## config.mk

```make
export PLATFORM = sky130hd
export DESIGN_NAME = sync_timing_extractor
export DESIGN_NICKNAME = d
export VERILOG_FILES = /design/src/rtl/sx_pkg.sv /design/src/rtl/sx_edge_classifier.sv /design/src/rtl/sx_line_tracker.sv /design/src/rtl/sx_vert_detect.sv /design/src/rtl/sx_porch_gen.sv /design/src/rtl/sync_timing_extractor.sv
export SDC_FILE = /design/constraint.sdc
export NUM_CORES = 1
export LEC_CHECK = 0
export ABC_AREA = 1
export BUFFER_PORTS_ARGS = -buffer_cell sky130_fd_sc_hd__buf_4
export CORE_MARGIN = 1.5
export CORE_UTILIZATION = 64
export CTS_BUF_LIST = sky130_fd_sc_hd__clkbuf_8 sky130_fd_sc_hd__clkbuf_16
export DETAILED_ROUTE_END_ITERATION = 8
export GPL_TIMING_DRIVEN = 0
export HOLD_SLACK_MARGIN = 0.06
export PLACE_DENSITY_LB_ADDON = 0.2
export SYNTH_ARGS = -nofsm -noshare
export SYNTH_HDL_FRONTEND = slang
export SYNTH_HIERARCHICAL = 1
export SYNTH_SLANG_ARGS = --single-unit
```

## constraint.sdc

```tcl
create_clock -name clk -period 4.7 [get_ports clk]
set_input_delay 0.235 -clock clk [delete_from_list [all_inputs] [get_ports clk]]
set_output_delay 0.235 -clock clk [all_outputs]
set_load 0.01 [all_outputs]
```

## src/rtl/sx_pkg.sv

```systemverilog
// Shared types for the composite sync timing extractor.
package sx_pkg;
    // Timing family selected by the mode input; both upper codes mean high definition.
    typedef enum logic [1:0] {
        FMT_SD     = 2'd0,
        FMT_ED     = 2'd1,
        FMT_HD     = 2'd2,
        FMT_HD_ALT = 2'd3
    } fmt_e;
endpackage

```

## src/rtl/sx_edge_classifier.sv

```systemverilog
// Registers the sliced sync, finds its edges and measures each low pulse.
// Assumes the input is already synchronous to clk.
// A low that reaches the threshold is reported once as a broad pulse.
module sx_edge_classifier #(
    parameter int CNT_W = 16
) (
    input  logic             clk,
    input  logic             rst_n,
    input  logic             sync_n_in,
    input  logic [CNT_W-1:0] thr,
    output logic             sync_q,
    output logic             fall,
    output logic             rise,
    output logic             broad_hit,
    output logic             short_end
);
    logic             sync_d;
    logic [CNT_W-1:0] lo_cnt;

    // Two-stage sample of the input; both idle high.
    always_ff @(posedge clk) begin
        if (!rst_n) begin
            sync_q <= 1'b1;
            sync_d <= 1'b1;
        end else begin
            sync_q <= sync_n_in;
            sync_d <= sync_q;
        end
    end

    // Length of the current low pulse, saturating.
    always_ff @(posedge clk) begin
        if (!rst_n)
            lo_cnt <= '0;
        else if (!sync_q) begin
            if (lo_cnt != {CNT_W{1'b1}})
                lo_cnt <= lo_cnt + 1'b1;
        end else
            lo_cnt <= '0;
    end

    // Edge and pulse-class decode.
    always_comb begin
        fall      = sync_d & ~sync_q;
        rise      = ~sync_d & sync_q;
        broad_hit = ~sync_q && (thr != '0) && (lo_cnt == thr);
        short_end = rise && ((thr == '0) || (lo_cnt < thr));
    end
endmodule

```

## src/rtl/sx_line_tracker.sv

```systemverilog
// Measures the line period and accepts only edges near the predicted line start.
// Regenerates a fixed-width horizontal sync and flags signal loss.
// Assumes flush arrives from the top as a one-cycle clear.
module sx_line_tracker #(
    parameter int CNT_W    = 16,
    parameter int HS_SD    = 250,
    parameter int HS_ED    = 230,
    parameter int HS_HD    = 40,
    parameter int LOSS_CYC = 32000
) (
    input  logic             clk,
    input  logic             rst_n,
    input  logic [1:0]       mode,
    input  logic             fall,
    input  logic             flush,
    output logic             accept,
    output logic [CNT_W-1:0] period,
    output logic             hsync_n,
    output logic             lost
);
    import sx_pkg::*;

    logic [CNT_W-1:0] since_acc;
    logic [CNT_W-1:0] idle;
    logic [CNT_W-1:0] hs_cnt;
    logic             seen;
    logic [CNT_W:0]   elapsed;
    logic [CNT_W:0]   min_gap;
    logic [CNT_W-1:0] hs_width;

    // Acceptance window and width for the current mode.
    always_comb begin
        elapsed = {1'b0, since_acc} + {{CNT_W{1'b0}}, 1'b1};
        min_gap = {1'b0, period - (period >> 2)};
        accept  = fall && ((period == '0) || (elapsed >= min_gap));
        lost    = (idle == CNT_W'(LOSS_CYC - 1)) && !fall;
        case (fmt_e'(mode))
            FMT_SD:  hs_width = CNT_W'(HS_SD);
            FMT_ED:  hs_width = CNT_W'(HS_ED);
            default: hs_width = CNT_W'(HS_HD);
        endcase
    end

    // Cycles since the last accepted edge, saturating.
    always_ff @(posedge clk) begin
        if (!rst_n)
            since_acc <= '0;
        else if (accept)
            since_acc <= '0;
        else if (since_acc != {CNT_W{1'b1}})
            since_acc <= since_acc + 1'b1;
    end

    // Period learning: the first accepted edge only marks a start.
    always_ff @(posedge clk) begin
        if (!rst_n || flush) begin
            period <= '0;
            seen   <= 1'b0;
        end else if (accept) begin
            seen <= 1'b1;
            if (seen)
                period <= elapsed[CNT_W-1:0];
        end
    end

    // Cycles since any falling edge, for loss detection.
    always_ff @(posedge clk) begin
        if (!rst_n || fall)
            idle <= '0;
        else if (idle < CNT_W'(LOSS_CYC))
            idle <= idle + 1'b1;
    end

    // Fixed-width horizontal sync, restarted by each accepted edge.
    always_ff @(posedge clk) begin
        if (!rst_n)
            hs_cnt <= '0;
        else if (accept)
            hs_cnt <= hs_width;
        else if (hs_cnt != '0)
            hs_cnt <= hs_cnt - 1'b1;
    end

    assign hsync_n = (hs_cnt == '0);
endmodule

```

## src/rtl/sx_vert_detect.sv

```systemverilog
// Starts vertical sync on the first broad pulse of an interval and holds it
// for a fixed number of accepted lines. Counts intervals to raise lock.
// Re-arms only after a short sync pulse ends outside vertical sync.
module sx_vert_detect #(
    parameter int VS_LINES    = 3,
    parameter int LOCK_FIELDS = 2
) (
    input  logic clk,
    input  logic rst_n,
    input  logic flush,
    input  logic broad_hit,
    input  logic short_end,
    input  logic accept,
    output logic vs_active,
    output logic locked
);
    localparam int VL_W = $clog2(VS_LINES + 1);
    localparam int FL_W = $clog2(LOCK_FIELDS + 1);

    logic            armed;
    logic [VL_W-1:0] vs_lines;
    logic [FL_W-1:0] fields;

    // Vertical sync sequencing and lock counting.
    always_ff @(posedge clk) begin
        if (!rst_n || flush) begin
            vs_active <= 1'b0;
            armed     <= 1'b1;
            vs_lines  <= '0;
            fields    <= '0;
            locked    <= 1'b0;
        end else if (armed && broad_hit) begin
            vs_active <= 1'b1;
            armed     <= 1'b0;
            vs_lines  <= '0;
            if (fields < FL_W'(LOCK_FIELDS))
                fields <= fields + 1'b1;
            if (fields == FL_W'(LOCK_FIELDS - 1))
                locked <= 1'b1;
        end else if (vs_active && accept) begin
            if (vs_lines == VL_W'(VS_LINES - 1))
                vs_active <= 1'b0;
            vs_lines <= vs_lines + 1'b1;
        end else if (!vs_active && !armed && short_end) begin
            armed <= 1'b1;
        end
    end
endmodule

```

## src/rtl/sx_porch_gen.sv

```systemverilog
// Back-porch gate generator. In standard and enhanced modes it fires on the
// input rising edge; in high-definition mode a fixed delay after the accepted
// reference edge stands for the tri-level trailing edge.
module sx_porch_gen #(
    parameter int CNT_W      = 16,
    parameter int BP_SD      = 320,
    parameter int BP_SD_VERT = 120,
    parameter int BP_ED      = 35,
    parameter int BP_HD      = 30,
    parameter int HD_TIP     = 59
) (
    input  logic       clk,
    input  logic       rst_n,
    input  logic [1:0] mode,
    input  logic       rise,
    input  logic       accept,
    input  logic       vert,
    output logic       bporch_n
);
    import sx_pkg::*;

    logic [CNT_W-1:0] tip_cnt;
    logic [CNT_W-1:0] bp_cnt;
    logic [CNT_W-1:0] bp_width;
    logic             trig;

    // Trigger source and gate width per mode.
    always_comb begin
        case (fmt_e'(mode))
            FMT_SD: begin
                trig     = rise;
                bp_width = vert ? CNT_W'(BP_SD_VERT) : CNT_W'(BP_SD);
            end
            FMT_ED: begin
                trig     = rise;
                bp_width = CNT_W'(BP_ED);
            end
            default: begin
                trig     = (tip_cnt == {{(CNT_W-1){1'b0}}, 1'b1});
                bp_width = CNT_W'(BP_HD);
            end
        endcase
    end

    // Delay from reference edge to trailing edge in high-definition mode.
    always_ff @(posedge clk) begin
        if (!rst_n)
            tip_cnt <= '0;
        else if (mode[1] && accept)
            tip_cnt <= CNT_W'(HD_TIP);
        else if (tip_cnt != '0)
            tip_cnt <= tip_cnt - 1'b1;
    end

    // Gate width countdown.
    always_ff @(posedge clk) begin
        if (!rst_n)
            bp_cnt <= '0;
        else if (trig)
            bp_cnt <= bp_width;
        else if (bp_cnt != '0)
            bp_cnt <= bp_cnt - 1'b1;
    end

    assign bporch_n = (bp_cnt == '0);
endmodule

```

## src/rtl/sync_timing_extractor.sv

```systemverilog
// Top level: ties edge classification, line tracking, vertical detection and
// porch gating together. Assumes csync_n_in is synchronous to clk.
// A mode change or signal loss flushes the learned state.
module sync_timing_extractor #(
    parameter int CNT_W       = 16,
    parameter int HS_SD       = 250,
    parameter int HS_ED       = 230,
    parameter int HS_HD       = 40,
    parameter int BP_SD       = 320,
    parameter int BP_SD_VERT  = 120,
    parameter int BP_ED       = 35,
    parameter int BP_HD       = 30,
    parameter int HD_TIP      = 59,
    parameter int VS_LINES    = 3,
    parameter int LOCK_FIELDS = 2,
    parameter int LOSS_CYC    = 32000
) (
    input  logic       clk,
    input  logic       rst_n,
    input  logic [1:0] mode,
    input  logic       csync_n_in,
    output logic       csync_n_out,
    output logic       hsync_n,
    output logic       vsync_n,
    output logic       bporch_n,
    output logic       locked
);
    localparam int HS_MAX = (HS_SD > HS_ED) ? ((HS_SD > HS_HD) ? HS_SD : HS_HD)
                                            : ((HS_ED > HS_HD) ? HS_ED : HS_HD);

    logic [1:0]       mode_q;
    logic             flush;
    logic             fall, rise, broad_hit, short_end;
    logic             accept, lost, vs_active;
    logic [CNT_W-1:0] period;

    // Remember the mode to spot a change.
    always_ff @(posedge clk) begin
        if (!rst_n)
            mode_q <= 2'd0;
        else
            mode_q <= mode;
    end

    assign flush = lost || (mode != mode_q);

    sx_edge_classifier #(.CNT_W(CNT_W)) u_edge (
        .clk       (clk),
        .rst_n     (rst_n),
        .sync_n_in (csync_n_in),
        .thr       (period >> 2),
        .sync_q    (csync_n_out),
        .fall      (fall),
        .rise      (rise),
        .broad_hit (broad_hit),
        .short_end (short_end)
    );

    sx_line_tracker #(
        .CNT_W(CNT_W), .HS_SD(HS_SD), .HS_ED(HS_ED), .HS_HD(HS_HD), .LOSS_CYC(LOSS_CYC)
    ) u_line (
        .clk     (clk),
        .rst_n   (rst_n),
        .mode    (mode),
        .fall    (fall),
        .flush   (flush),
        .accept  (accept),
        .period  (period),
        .hsync_n (hsync_n),
        .lost    (lost)
    );

    sx_vert_detect #(.VS_LINES(VS_LINES), .LOCK_FIELDS(LOCK_FIELDS)) u_vert (
        .clk       (clk),
        .rst_n     (rst_n),
        .flush     (flush),
        .broad_hit (broad_hit),
        .short_end (short_end),
        .accept    (accept),
        .vs_active (vs_active),
        .locked    (locked)
    );

    sx_porch_gen #(
        .CNT_W(CNT_W), .BP_SD(BP_SD), .BP_SD_VERT(BP_SD_VERT), .BP_ED(BP_ED),
        .BP_HD(BP_HD), .HD_TIP(HD_TIP)
    ) u_porch (
        .clk      (clk),
        .rst_n    (rst_n),
        .mode     (mode),
        .rise     (rise),
        .accept   (accept),
        .vert     (vs_active),
        .bporch_n (bporch_n)
    );

    assign vsync_n = ~vs_active;
endmodule

```

; Word-level counts from Yosys, hierarchy flattened
; Index checks and enable logic that the tools add are counted.
[word_totals]
wordCells = 107
ff_bits = 124
[classes]
n_addsub = 10
n_eq_ne = 10
order_cmp = 4
n_mux = 16
bitwise_logic = 6
reduce_logical = 44
[ops]
columns = operator, n
row1 = $logic_not A16 Y1, 4
row2 = $mux W16, 4
row3 = $reduce_bool A16 Y1, 4
row4 = $add A16 B1 Y16 const B, 3
row5 = $sub A16 B1 Y16 const B, 3
row6 = $ne A16 B16 Y1 const B, 2
row7 = $pmux W16 S2, 1
row8 = $add A16 B1 Y17 const B, 1
row9 = $ge A17 B16 Y1, 1
row10 = $eq A16 B1 Y1 const B, 1
row11 = $eq A16 B14 Y1, 1
row12 = $eq A16 B15 Y1 const B, 1
row13 = $lt A16 B14 Y1, 1
row14 = $lt A16 B15 Y1 const B, 1
row15 = $pmux W8 S2, 1
row16 = $sub A16 B14 Y16, 1
row17 = $mux W6, 2
row18 = $reduce_bool A2 Y1, 6
row19 = $logic_and A1 B1 Y1, 10
row20 = $reduce_and A2 Y1, 5
row21 = $reduce_or A2 Y1, 5
row22 = $mux W9, 1
row23 = $mux W1, 7
row24 = $logic_or A1 B1 Y1, 5
row25 = 10 further kinds, 19

; Logic depth before layout (Yosys ltp)
; Gate-level depths: netlist (run 1).
[depth]
depth_word = 7
mapped_depth = 25
ltp_nobuf = 25

; Modules after synthesis
; Netlist (run 1), hierarchy kept.
[by_module_without_submodules]
columns = mod, instances, seq_area_each_um2, area_per_inst_um2, cells_per_inst
row1 = sx_line_tracker, 1, 1301.2, 4204.0, 606
row2 = sx_porch_gen, 1, 640.6, 1944.4, 284
row3 = sx_edge_classifier, 1, 360.3, 1386.3, 208
row4 = sx_vert_detect, 1, 140.1, 310.3, 43
row5 = sync_timing_extractor, 1, 40.0, 111.4, 18

; Worst setup path after synthesis (run 1)
; Ideal clock, no wire load.
[synth_timing]
kind = register to register
from = register u_line.period[2]
to = register u_porch.tip_cnt[8]
path_stages_with_launch = 23
slack_ps = 980
path_buffers = 1
arrival_time_ps = 3589
required_ps = 4568
period_less_slack_ps = 3720
setup_ps = 132
cell_sequence = dfxtp_1 ha_1 inv_1 fa_1 nand3_1 nand2_1 a31oi_1 o21ai_0 a21boi_0 o21ai_0 xor2_1 ha_1 nand2_1 o21a_1 nand2_1 nand2_1 nand2_1 nand2_1 a21boi_2 nand2_1 nand2_1 clkbuf_1 nor3_1
[synth_between]
elab_chain_cells = 6
[synth_rtl]
columns = item, line_no
row1 = from (decl), sx_line_tracker.sv:17  ; output logic [CNT_W-1:0] period,
row2 = from (signal assigned), sx_line_tracker.sv:62  ; period <= elapsed[CNT_W-1:0];
row3 = $sub A16 B14 Y16, sx_line_tracker.sv:34  ; min_gap = {1'b0, period - (period >> 2)};
row4 = $ge A17 B16 Y1, sx_line_tracker.sv:35  ; accept = fall && ((period == '0) || (elapsed >= min_gap));
row5 = $logic_or A1 B1 Y1 *, sx_line_tracker.sv:35
row6 = $logic_and A1 B1 Y1 *, sx_line_tracker.sv:35
row7 = named net accept, sync_timing_extractor.sv:34  ; logic accept, lost, vs_active;
row8 = $logic_and A1 B1 Y1 *, sx_porch_gen.sv:49  ; else if (mode[1] && accept)
row9 = $reduce_or A2 Y1 (no source line) *, n/a
row10 = to (signal assigned), sx_porch_gen.sv:50  ; tip_cnt <= CNT_W'(HD_TIP);
row11 = to (signal assigned), sx_porch_gen.sv:52  ; tip_cnt <= tip_cnt - 1'b1;
row12 = to (decl), sx_porch_gen.sv:22  ; logic [CNT_W-1:0] tip_cnt;
; The timed path passes the listed nets; every way through them passes the cells marked *.
; A chain may end at the register's enable or synchronous reset.

; Worst setup path after layout (run 1)
[layout_timing]
from = register u_line.period[2]
to = register u_porch.tip_cnt[14]
; The elaborated chain is that of the path after synthesis.

==> results.toml, run 1 <==
[status]
status = "finished clean"

[finish]
fin_nets = 1251
drive_gt1_share_pct = 10.15
area_growth_pct = 11.53
n_fill_cell = 953
antenna_cells = 0
seq_area_um2 = 2482
multi_input_comb_area_um2 = 4741
fin_cells = 1370
final_core_util_pct = 73.57

[min_path]
hold_path_class = "primary input to flop"

[logic_synthesis]
ys.warnings.count = 6
yosysMostFrequentCell = "nand2_1"
synthTopCellsByArea = "dfxtp_1 (31%), nand2_1 (11%), ha_1 (8.8%)"
ys_types = 49
synthCells = 1159
synth_area_per_cell_um2 = 6.865
yosysTopAreaCell = "dfxtp_1"
synth_edf_count = 0
synthFlopType = "dfxtp_1"
yosys.area.top_type_share_pct = 31.20
ys_ff_latch = 124
ys_seq_area_share_pct = 31.20
synthArstFlopShare_pct = 0
synth_common_cells = "nand2_1 (243), nor2_1 (174), inv_1 (169)"
netlist_area_um2 = 7956

[global_routing]
gr-total-overflow = 0
grt_pass1_vias = 6716
grt_use_total_pct = 27.53
grt_max_degree = 17
grt_pass1_wl_mm = 29.15
antenna_found_initial = 0

[timing]
fin_skew_ns = 0.01023
post-route-min-period_ns = 4.260
maxSlewViolCount = 0
tightest_slew_ns = 1.037
min_period_over_period_pct = 90.64
max-slew-margin-rel_pct = 30.26
hold_violations = 0
tns_ns = 0
setup_viol = 0
fmax_mhz = 234.7
rsz0062_at_grt = "false"
holdWs_ns = 0.1116

[flow_run]
cap_violations = 0

[critical_path]
cpMostUsedCell = "nand2_1"
path_cells = "ha_1 -> inv_1 -> fa_1 -> nand3_1 -> nand2_1 -> a31oi_1 -> o21ai_0 -> a21boi_1 -> o21ai_0 -> xor2_1 -> ha_1 -> nand4_1 -> inv_1 -> nand2_1 -> nand2_1 -> nand2_1 -> nand2_1 -> nand2_1 -> a21boi_4 -> nand2_2 -> nand2_1 -> clkbuf_2 -> nor2_1"
path_max_fanout = 10
end_kind = "flop"
worstSetupStartpointType = "flop"
crit_slowest_cell = "dfxtp_1"
slowest_delay_ns = 0.45
criticalPathCategory = "flop to flop"
worst_ep_arrival_time_ns = 4.55
crit_required_ns = 4.99

[floorplan]
die_w_um = 114.5
die_area_um2 = 13110
start_util_pct = 65.96
chipHeight_um = 114.5
ios = 10
fp-row-count = 40
coreArea_um2 = 12060

[routing]
ant_nets = 0
drc = 0
drt_iter0_drc = 539
wire_per_inst_um = 12.52
vias = 7207
drt_first_pass_iters = 7
avgViaCountPerCell = 5.261
wirelength_mm = 17.15

[placement]
dp.cells = 1337
gp_congestion = 0.9652
portBuffers = 9
hpwl_mm = 12.54

[pwr]
p_leak_nw = 4.244
max-vdd-ir-drop_uv = 411.4
powerDensity_nw_per_um2 = 484.1

[cts]
clk_pin_slew_worst_paths_ns = 0.06
cts-root-buf = "clkbuf_16"
postCtsSetupBuffers = 0
clkLatencyLatePin_ns = 0.41
cts_buffers = 17
htree_levels = 4
cts_tree = "done"
cts.sinks = 124
cts_buffer_depth = 2
where the power goes:
part           total (mW)  switching (mW)  internal [mW]
sequential           1.38           0.160           1.22
combinational        1.58           0.980          0.596
clock                1.34           0.467          0.871
total                4.30            1.61           2.69
placed cells by master, fill, tap and decap left out, types with 9 or more instances in the layout:
master     Yosys  final
ha_1          56     56
xnor2_1       16     16
nor3_1        29     29
nor2_4         9      9
a21oi_1       70     70
xor2_1        38     38
nor2_1       174    173
o21ai_0       37     37
nand2_1      243    242
nand3_1       49     49
dfxtp_1      124    124
buf_4          0      9
nor2_2        11     12
nand4_1       28     28
clkbuf_16      0     17
inv_1        169    171
nand2_2       11     12
per-stage QoR:
| step | setup slack [ns] | instance area, um^2 | power (mW) |
|---|---|---|---|
| final | 0.4399 | 8874 | 4.296 |
| after global routing | 0.02095 | 8874 | 4.584 |
| after CTS | 0.02924 | 8860 | 4.306 |
| after detailed placement | 0.1609 | 8238 | 2.932 |
| after global placement | 0.2650 | 8238 | 2.899 |
| after floorplan | 0.9798 | 7960 | 2.656 |
worst max-delay path: cells and delay by family (launching register included):
kind / cells / cell delay [ns]
DFF: 1 / 0.45
xor gates and xnor gates: 1 / 0.20
and+or+nand+nor: 11 / 0.99
buffers and inverters: 3 / 0.38
adders and majority gates: 3 / 0.97
AOI/OAI and AO/OA: 5 / 1.12
area by class of cell:
cell class                      count  area share [%]
Clock inverter                     12           1.636
Sequential cell                   124           27.98
Multi-Input combinational cell    846           53.43
Inverter                          179           7.600
Clock buffer                       20           5.259
Buffer                             11          0.8601
Tap cell                          168           2.369
Timing Repair Buffer               10          0.8742
sequential cells by signal (all words and copies together) (netlist names), 2 cells and up:
signal	flops
u_line/period	16
u_vert/fields	2
u_line/hs_cnt	16
mode_q	2
u_porch/bp_cnt	16
u_line/since_acc	16
u_edge/lo_cnt	16
u_line/idle	16
u_porch/tip_cnt	16
u_vert/vs_lines	2
worst paths after layout:
path	startpoint	to	slack [ns]	cells after the start
setup / recovery	u_line/period[2]	u_porch/tip_cnt[14]	0.44	23
hold / removal	mode[0]	mode_q[0]	0.11	3
setup reg to reg	u_line/period[2]	u_porch/tip_cnt[14]	0.44	23
hold reg to reg	u_line/idle[15]	u_line/idle[15]	0.46	2
cell families (layout without fill, tap and decap cells):
| family | count (synthesis) | in the layout | synth area share, % |
|---|---|---|---|
| buf+inv | 190 | 232 | 9.420 |
| fa+ha+maj | 57 | 57 | 9.058 |
| xor+xnor | 55 | 55 | 6.149 |
| other cells | 1 | 2 | 0.04713 |
| compound gates | 130 | 130 | 8.775 |
| flops | 124 | 124 | 31.20 |
| simple gates | 602 | 602 | 35.35 |
per-layer routing:
layer	global-route usage, %	wire [um]	vias to the layer above
li1	-	-	3774
met1	34.44	8197	3254
met3	6.511	760	22
met5	0	0	-
met4	10.00	236	0
met2	46.19	7952	157
timing repair:
action                     4_1_cts  5_1_grt
gates resized for setup          0        6
setup endpoints to repair        0       11
hold buffers                     1        0
hold endpoints to repair         1        0
Power figures use the tool's default switching activity.
==> inputs of run 2 (changes only) <==
--- a/config.mk
+++ b/config.mk
@@ -7,7 +7,7 @@
 export LEC_CHECK = 0
 export ABC_AREA = 1
 export BUFFER_PORTS_ARGS = -buffer_cell sky130_fd_sc_hd__buf_4
-export CORE_MARGIN = 1.5
+export CORE_MARGIN = 2
 export CORE_UTILIZATION = 64
 export CTS_BUF_LIST = sky130_fd_sc_hd__clkbuf_8 sky130_fd_sc_hd__clkbuf_16
 export DETAILED_ROUTE_END_ITERATION = 8
==> run 2 against run 1 <==
  * Core utilization down 0.083 points
  * Hold slack worse by 0.021 ns
  * Flip-flop and latch count unchanged
  * Sequential power about the same
  * Combinational power about the same
  * Die area up 1.8%
  * Global-route usage down 0.38 points
  * Critical path type unchanged
==> results.toml, run 2 (same netlist as run 1, synthesis figures left out) <==
[status]
status = "finished clean"

[finish]
seq_area_um2 = 2482
n_fill_cell = 975
area_growth_pct = 11.40
multi_input_comb_area_um2 = 4745
design_area_um2 = 8864
drive_gt1_share_pct = 10.23
mostFrequentLayoutCell = "nand2_1"
fin_nets = 1251
final_cell_mix = "nand2_1 (243), nor2_1 (173), inv_1 (170)"
antenna_cells = 0

[floorplan]
fp-row-count = 40
chipHeight_um = 115.5
ios = 10
start_util_pct = 65.96
die_area_um2 = 13340
die_w_um = 115.5
coreArea_um2 = 12060

[cts]
cts.sinks = 124
clk_pin_slew_worst_paths_ns = 0.06
cts_tree = "done"
cts-root-buf = "clkbuf_16"
cts_buffer_depth = 2
htree_levels = 4
clkLatencyLatePin_ns = 0.42
cts_buffers = 17

[global_routing]
gr-total-overflow = 0
grt_use_total_pct = 27.15
grt_pass1_vias = 6672
grt_max_degree = 17
grt_pass1_wl_mm = 29.10
antenna_found_initial = 0

[critical_path]
crit_cells = 21
path_max_fanout = 10
end_kind = "flop"
path_buf_inv = 3
slowest_delay_ns = 0.45
worst_ep_arrival_time_ns = 4.56
path_cells = "ha_1 -> inv_1 -> fa_1 -> nand3_1 -> nand2_1 -> a31oi_2 -> o21ai_0 -> a21boi_1 -> o21ai_0 -> xor2_1 -> ha_1 -> nand4_1 -> inv_1 -> nand4_1 -> nand3b_1 -> nor2_2 -> a21boi_4 -> nand2_1 -> nand2_1 -> clkbuf_2 -> nor3_1"
worstSetupStartpointType = "flop"
criticalPathCategory = "flop to flop"
r2r_start = "u_line/period[2]"
timing.rr.end = "u_porch/tip_cnt[8]"
r2r_setup_slack_ns = 0.46
crit_slowest_cell = "dfxtp_1"
startpoint = "u_line/period[2]"
rr_worst_depth = 21
cp_top_family = "simple AND/OR/NAND/NOR gates"
cpMostUsedCell = "nand2_1"
crit_required_ns = 5.01

[timing]
rsz0062_at_grt = "false"
hold_violations = 0
max-slew-margin-rel_pct = 32.66
maxSlewViolCount = 0
holdWs_ns = 0.09044
tns_ns = 0
tightest_slew_ns = 1.001
min_period_over_period_pct = 90.31
fin_skew_ns = 0.009597
setup_viol = 0
fmax_mhz = 235.6
setup_slack_ns = 0.4553
post-route-min-period_ns = 4.245

[pwr]
max-vdd-ir-drop_uv = 466.7
powerDensity_nw_per_um2 = 479.6
p_leak_nw = 4.227
p_total_mw = 4.251

[routing]
avgViaCountPerCell = 5.300
drc = 0
wirelength_mm = 17.30
drt_iter0_drc = 534
vias = 7261
wire_per_inst_um = 12.63
ant_nets = 0
drt_first_pass_iters = 6

[placement]
portBuffers = 9
dpl_cell_area_um2 = 8238
gp_congestion = 0.9562
hpwl_mm = 12.59
place_ws_ns = 0.1396

[min_path]
hold_path_end = "mode_q[0]"
min_path_cells = 3
hold_path_class = "primary input to flop"
hp-start = "mode[0]"

[flow_run]
cap_violations = 0
-- run 2: repair_timing --
item,in CTS,in global routing
endpoints found under the setup margin,0,12
buffers inserted,0,0
endpoints found under the hold margin,1,0
gates resized for setup,0,6
hold buffers,1,0
-- run 2: worst max path at each step --
stage	to	slack (ns)
finish	u_porch/tip_cnt[8]	0.46
global route	u_porch/tip_cnt[8]	0.01
CTS	u_porch/tip_cnt[8]	0.04
detailed placement	u_porch/tip_cnt[8]	0.14
global placement	u_porch/tip_cnt[8]	0.23
floorplan	u_porch/tip_cnt[8]	0.98
-- run 2: worst register-to-register path, stage by stage (launching register included) --
cell and delay, ns:
dfxtp_1 0.45, ha_1 0.21, inv_1 0.07, fa_1 0.40, nand3_1 0.09, nand2_1 0.10
a31oi_2 0.22, o21ai_0 0.17, a21boi_1 0.24, o21ai_0 0.14, xor2_1 0.17, ha_1 0.32
nand4_1 0.10, inv_1 0.05, nand4_1 0.08, nand3b_1 0.12, nor2_2 0.23, a21boi_4 0.13
nand2_1 0.23, nand2_1 0.13, clkbuf_2 0.22, nor3_1 0.29
-- run 2: layout make-up --
cell class	instances	share of cell area, %
Tap cell	168	2.372
Inverter	179	7.609
Multi-Input combinational cell	846	53.53
Timing Repair Buffer	10	0.8752
Clock inverter	11	1.327
Sequential cell	124	28.01
Buffer	11	0.8611
Clock buffer	21	5.421
-- run 2: metal layers --
layer / part of all wire, % / GRT usage [%]
met5: 0 / 0
met4: 1.5 / 9.799
met1: 47 / 34.76
met3: 4.4 / 5.753
met2: 48 / 45.30
-- run 2: through the flow --
stage                     utilization (%)  cells
after floorplan                         -   1160
after global placement              68.30   1337
after detailed placement            68.30   1337
after CTS                           73.34   1370
after global routing                73.49   1370
final                               73.49   1370
-- run 2: report_power, final --
group | leakage (nW) | switching (mW) | total, mW | internal [mW]
Clock | 0.288 | 0.464 | 1.29 | 0.831
Combinational | 2.93 | 0.977 | 1.57 | 0.595
Sequential | 1.01 | 0.163 | 1.38 | 1.22
